`src/rtl/scl_gen_pkg.sv`:
```
package scl_gen_pkg;

  typedef enum logic {
    SPEED_STD  = 1'b0,
    SPEED_FAST = 1'b1
  } scl_speed_e;

  typedef enum logic [1:0] {
    RATIO_1_1  = 2'd0,
    RATIO_1_2  = 2'd1,
    RATIO_9_16 = 2'd2
  } scl_ratio_e;

  function automatic scl_ratio_e pick_ratio(input scl_speed_e speed, input logic duty);
    if (speed == SPEED_STD) return RATIO_1_1;
    else if (!duty)         return RATIO_1_2;
    else                    return RATIO_9_16;
  endfunction

endpackage

```
`src/rtl/scl_cfg_regs.sv`:
```
module scl_cfg_regs
  import scl_gen_pkg::*;
#(
  parameter int CCR_W = 12
) (
  input  logic             clk,
  input  logic             rst,
  input  logic             enable,
  input  logic             cfg_we,
  input  logic             cfg_addr,
  input  logic [7:0]       cfg_wdata,
  output logic [7:0]       cfg_rdata,
  output scl_speed_e       speed,
  output logic             duty,
  output logic [CCR_W-1:0] ccr
);
  localparam int HI_W  = CCR_W - 8;
  localparam int PAD_W = 6 - HI_W;

  logic unused_rsvd;
  assign unused_rsvd = ^cfg_wdata[5:HI_W];

  always_ff @(posedge clk) begin
    if (rst) begin
      speed <= SPEED_STD;
      duty  <= 1'b0;
      ccr   <= '0;
    end else if (cfg_we && !enable) begin
      if (cfg_addr) begin
        speed            <= scl_speed_e'(cfg_wdata[7]);
        duty             <= cfg_wdata[6];
        ccr[CCR_W-1:8]   <= cfg_wdata[HI_W-1:0];
      end else begin
        ccr[7:0]         <= cfg_wdata;
      end
    end
  end

  always_comb begin
    if (cfg_addr) cfg_rdata = {speed, duty, {PAD_W{1'b0}}, ccr[CCR_W-1:8]};
    else          cfg_rdata = ccr[7:0];
  end

  // configuration frozen while enabled
  a_r5_cfg_locked: assert property (@(posedge clk) disable iff (rst)
    enable |=> ($stable(speed) && $stable(duty) && $stable(ccr)));

endmodule

```
`src/rtl/scl_phase_len.sv`:
```
module scl_phase_len
  import scl_gen_pkg::*;
#(
  parameter int CCR_W = 12,
  parameter int CNT_W = CCR_W + 4
) (
  input  scl_speed_e       speed,
  input  logic             duty,
  input  logic [CCR_W-1:0] ccr,
  output logic [CNT_W-1:0] high_len,
  output logic [CNT_W-1:0] low_len,
  output logic             zero_ccr
);
  logic [CNT_W-1:0] base;
  scl_ratio_e       ratio;

  assign base     = {{(CNT_W-CCR_W){1'b0}}, ccr};
  assign ratio    = pick_ratio(speed, duty);
  assign zero_ccr = (ccr == '0);

  always_comb begin
    unique case (ratio)
      RATIO_1_2: begin
        high_len = base;
        low_len  = base << 1;
      end
      RATIO_9_16: begin
        high_len = (base << 3) + base;
        low_len  = base << 4;
      end
      default: begin
        high_len = base;
        low_len  = base;
      end
    endcase
  end

endmodule

```
`src/rtl/scl_phase_ctr.sv`:
```
module scl_phase_ctr #(
  parameter int CNT_W = 16
) (
  input  logic             clk,
  input  logic             rst,
  input  logic             enable,
  input  logic             zero_ccr,
  input  logic [CNT_W-1:0] high_len,
  input  logic [CNT_W-1:0] low_len,
  output logic             scl_o,
  output logic             scl_fall,
  output logic             scl_rise,
  output logic             cfg_err
);
  localparam logic [CNT_W-1:0] ONE = CNT_W'(1);

  logic             run_q;
  logic [CNT_W-1:0] cnt_q;

  always_ff @(posedge clk) begin
    if (rst || !enable) begin
      run_q    <= 1'b0;
      cnt_q    <= '0;
      scl_o    <= 1'b1;
      scl_fall <= 1'b0;
      scl_rise <= 1'b0;
      cfg_err  <= 1'b0;
    end else begin
      scl_fall <= 1'b0;
      scl_rise <= 1'b0;
      cfg_err  <= zero_ccr;
      if (zero_ccr) begin
        run_q <= 1'b0;
        cnt_q <= '0;
        scl_o <= 1'b1;
      end else if (!run_q) begin
        run_q <= 1'b1;
        cnt_q <= high_len;
        scl_o <= 1'b1;
      end else if (cnt_q == ONE) begin
        scl_o    <= ~scl_o;
        cnt_q    <= scl_o ? low_len : high_len;
        scl_fall <= scl_o;
        scl_rise <= ~scl_o;
      end else begin
        cnt_q <= cnt_q - ONE;
      end
    end
  end

  // strobes match the transition they mark
  a_r10_fall_marks_edge: assert property (@(posedge clk) disable iff (rst)
    scl_fall |-> (!scl_o && $past(scl_o)));
  a_r10_rise_marks_edge: assert property (@(posedge clk) disable iff (rst)
    scl_rise |-> (scl_o && !$past(scl_o)));
  a_r10_change_strobed: assert property (@(posedge clk) disable iff (rst)
    (scl_o != $past(scl_o)) |-> (scl_fall || scl_rise || !$past(enable)));
  // disabled means released high, no strobes
  a_r9_off_released: assert property (@(posedge clk) disable iff (rst)
    !enable |=> (scl_o && !scl_fall && !scl_rise));
  // zero divider holds SCL high
  a_r7_zero_holds: assert property (@(posedge clk) disable iff (rst)
    cfg_err |-> (scl_o && !scl_fall && !scl_rise));
  // running counter never wraps to zero
  a_r11_no_wrap: assert property (@(posedge clk) disable iff (rst)
    run_q |-> (cnt_q != '0));

endmodule

```
`src/rtl/scl_period_gen.sv`:
```
module scl_period_gen
  import scl_gen_pkg::*;
#(
  parameter int CCR_W = 12
) (
  input  logic       clk,
  input  logic       rst,
  input  logic       enable,
  input  logic       cfg_we,
  input  logic       cfg_addr,
  input  logic [7:0] cfg_wdata,
  output logic [7:0] cfg_rdata,
  output logic       scl_o,
  output logic       scl_fall,
  output logic       scl_rise,
  output logic       cfg_err
);
  localparam int CNT_W = CCR_W + 4;

  scl_speed_e       speed;
  logic             duty;
  logic [CCR_W-1:0] ccr;
  logic [CNT_W-1:0] high_len;
  logic [CNT_W-1:0] low_len;
  logic             zero_ccr;

  scl_cfg_regs #(.CCR_W(CCR_W)) u_regs (
    .clk(clk), .rst(rst), .enable(enable),
    .cfg_we(cfg_we), .cfg_addr(cfg_addr), .cfg_wdata(cfg_wdata),
    .cfg_rdata(cfg_rdata), .speed(speed), .duty(duty), .ccr(ccr)
  );

  scl_phase_len #(.CCR_W(CCR_W), .CNT_W(CNT_W)) u_len (
    .speed(speed), .duty(duty), .ccr(ccr),
    .high_len(high_len), .low_len(low_len), .zero_ccr(zero_ccr)
  );

  scl_phase_ctr #(.CNT_W(CNT_W)) u_ctr (
    .clk(clk), .rst(rst), .enable(enable), .zero_ccr(zero_ccr),
    .high_len(high_len), .low_len(low_len),
    .scl_o(scl_o), .scl_fall(scl_fall), .scl_rise(scl_rise), .cfg_err(cfg_err)
  );

endmodule

```
`config.mk`:
```
export PLATFORM = sky130hd
export DESIGN_NAME = scl_period_gen
export DESIGN_NICKNAME = d
export VERILOG_FILES = /design/src/rtl/scl_gen_pkg.sv /design/src/rtl/scl_cfg_regs.sv /design/src/rtl/scl_phase_len.sv /design/src/rtl/scl_phase_ctr.sv /design/src/rtl/scl_period_gen.sv
export SDC_FILE = /design/constraint.sdc
export NUM_CORES = 1
export LEC_CHECK = 0
export ABC_AREA = 1
export BUFFER_PORTS_ARGS = -buffer_cell sky130_fd_sc_hd__buf_2
export CAP_MARGIN = 20
export CORE_MARGIN = 2
export CORE_UTILIZATION = 40
export DETAILED_ROUTE_END_ITERATION = 10
export PLACE_DENSITY = 0.58
export SYNTH_ARGS = -nofsm -noshare
export SYNTH_HDL_FRONTEND = slang
export SYNTH_SLANG_ARGS = --single-unit
```
`constraint.sdc`:
```
create_clock -name clk -period 2.34 [get_ports clk]
set_clock_uncertainty 0.2 [all_clocks]
set_input_delay 0.468 -clock clk [delete_from_list [all_inputs] [get_ports clk]]
set_output_delay 0.468 -clock clk [all_outputs]
set_load 0.005 [all_outputs]
```
==> results.cfg <==
[outcome]
outcome = completed

[clock_network]
clockBufferDepth = 2
post_cts_buffers = 0
cts_tree = done
cts_made_buffers = 5
cts_sinks = 35
h-tree-depth = 2
postCtsResizedCells = 0
cts_root_buf = clkbuf_8
clk_latency_ns = 0.30
cts.clk_slew.worst_paths_ns = 0.08
cts_hold_buffers = 0

[setup_path]
cpPeakStageDelay_ns = 0.42
regToRegStartpoint = u_regs.ccr[0]
crit_arrival_ns = 2.10
reg2regPathDepth = 9
path_max_fanout = 5
reg2reg_to = u_ctr.cnt_q[9]
path_class = reg2reg
cpMostUsedCell = nand2_1
ff2ff_setup_slack_ns = 0.24
cp_cell_sequence = ha_1 -> fa_1 -> nand3_1 -> nand2_1 -> a21oi_1 -> xor2_1 -> nand2_1 -> nand3_1 -> nand2_1
worst_setup_path_end_kind = flop
cp_data_required_time_ns = 2.34
slowest_stage = fa_1
critPathLaunchType = flop

[placed_design]
preCtsSetupSlack_ns = 0.2507
portBuffers = 24
dp_hpwl_um = 6787
post_dp_cell_area_um2 = 2952
place_congestion = 0.9549

[synth]
synth_simple_gate_area_share_pct = 35.76
synth-edff-count = 0
synth-compound-area-share_pct = 19.02
synth_top_family_by_area = simple AND/OR/NAND/NOR gates
ys.warnings.count = 0
synth.net_count = 464
synth.top_cell.area_share_pct = 25.48
yosysTopAreaCell = dfxtp_1
synth_area_um2 = 2750
synthCells = 439
synth_adder_area_share_pct = 5.732
yosysUniqueCellTypes = 34
ys_seq_area_share_pct = 25.48
synthMuxAreaShare_pct = 0
synth_xor_xnor_area_share_pct = 3.503
synth-seq-cells = 35
synth_top_cells_by_area = dfxtp_1 25%, nand2_1 13%, nand3_1 7.1%
async_flop_share_pct = 0
synth.avg_cell_area_um2 = 6.265
synth-main-ff-cell = dfxtp_1

[drt]
via_per_inst = 5.358
ant_nets = 0
firstDrtPassIters = 5
drc = 0
wl_um = 8552
first_iter_violations = 190
wl_per_cell_um = 15.63
num_vias = 2931

[finish]
finish.net_count = 491
n_antenna_cell = 0
drive_gt1_share_pct = 13.92
stdcell_area_um2 = 3064
syn2layout_area_growth_pct = 11.42

[sta]
finalMaxSlewViolations = 0
relSlewSlack_pct = 64.65
rsz0062_at_grt = false
hold_ws_ns = 0.1649
tightestPinTransition_ns = 0.5287
worst_slack_ns = 0.2414
fin_crit_sh_pct = 89.69
fmax_mhz = 476.5
hold_violations = 0
period_needed_ns = 2.099
fin_tns_setup_ns = 0
setup_viol = 0

[die]
design.core.area_um2 = 6719
start_util_pct = 40.93
die_x_um = 86.92
fp-row-count = 30
die_area_um2 = 7554
ioPinCount = 25
die_h_um = 86.92

[global_routing]
gr-total-overflow = 0
grt_pass1_vias = 2856
grt_pass1_wl_um = 14290
antenna_found_initial = 0
groute.usage.overall_pct = 24.33
grt_max_degree = 17

[hold_path]
min_path_cells = 2
worstHoldStart = rst
hold_path_class = in2reg
whs_endpoint = u_ctr.cfg_err

[pwr]
p_leak_nw = 1.471
p_per_area_nw_per_um2 = 553.2
ir_worst_vdd_v = 0.0003083

[job]
drv_cap = 0
[cell families (layout without fill, tap and decap cells)]
family	after synthesis	after routing
DFF	35	35
AOI/OAI and AO/OA	97	97
adders and majority gates	12	12
and+or+nand+nor	216	216
buffers and inverters	68	96
xor gates and xnor gates	11	11
[area by class of cell]
type / count / area (um2)
Fill cell: 717 / 3655
Clock inverter: 3 / 43.79
Clock buffer: 5 / 68.82
Tap cell: 80 / 100.1
Timing Repair Buffer: 32 / 180.2
Inverter: 56 / 210.2
Multi-Input combinational cell: 336 / 1760
Sequential cell: 35 / 700.7
[worst max path at each step]
stage                        startpoint              to  slack, ns  cells past startpoint
after floorplan           u_regs.ccr[0]  u_ctr.cnt_q[9]       0.43                      9
after global placement    u_regs.ccr[3]  u_ctr.cnt_q[9]       0.30                      9
after detailed placement  u_regs.ccr[3]  u_ctr.cnt_q[9]       0.25                      9
after CTS                 u_regs.ccr[3]  u_ctr.cnt_q[9]       0.24                      9
after global routing      u_regs.ccr[0]  u_ctr.cnt_q[9]       0.07                      9
final                     u_regs.ccr[0]  u_ctr.cnt_q[9]       0.24                      9
[cells in the mapped netlist, types with 3 or more instances]
master and count:
nand2_1 97, ha_1 11, nor4_1 3, nand3_1 39
inv_2 5, nor2_1 43, nor2_2 6, inv_1 51
nor2_4 4, nand4_1 6, nand2_2 5, xnor2_1 4
a21oi_1 37, o21ai_1 3, o22ai_1 9, dfxtp_1 35
xor2_1 7, nor3_1 7, o21ai_0 39, o211ai_1 4
clkbuf_1 6
[layer usage]
metal | wire length [um] | track usage [%]
met3 | 451 | 3.791
met4 | 191 | 8.807
met5 | 0 | 0
met2 | 3998 | 40.25
met1 | 3910 | 31.97
[per-stage QoR]
stage	utilization, %	power [mW]	std cells
after floorplan	-	1.011	439
after global placement	43.93	1.140	539
after detailed placement	43.93	1.137	539
after CTS	45.61	1.700	547
after global routing	45.61	1.792	547
final	45.61	1.695	547
[critical path: cells and delay by family, from the launching register on]
kind	cells	cell delay, ns
flip-flops	1	0.35
adder cells (fa/ha/maj)	2	0.68
AO/OA/AOI/OAI	1	0.19
XOR/XNOR	1	0.16
AND/OR/NAND/NOR	5	0.44
[cells in the final DEF, fill, tap and decap left out, types with 7 or more instances in the layout]
cell / n
nor2_1: 43
buf_2: 24
nand3_1: 39
dfxtp_1: 35
nand2_1: 97
buf_4: 8
a21oi_1: 37
xor2_1: 7
inv_1: 51
o22ai_1: 9
o21ai_0: 39
ha_1: 11
nor3_1: 7
[registers in the layout (all words and copies together), names as in the netlist]
register and cells:
u_ctr.scl_rise 1, u_ctr.cnt_q 16, u_regs.ccr 12, u_ctr.cfg_err 1, u_regs.speed 1, u_regs.duty 1, u_ctr.scl_o 1, u_ctr.run_q 1
u_ctr.scl_fall 1
[where the power goes]
part	switching, mW	internal (mW)	total, mW	leakage [nW]
sequential	0.0366	0.623	0.660	0.285
combinational	0.301	0.170	0.471	1.13
clock	0.247	0.317	0.564	0.0581
No activity file was read; power rests on OpenSTA's default activity.
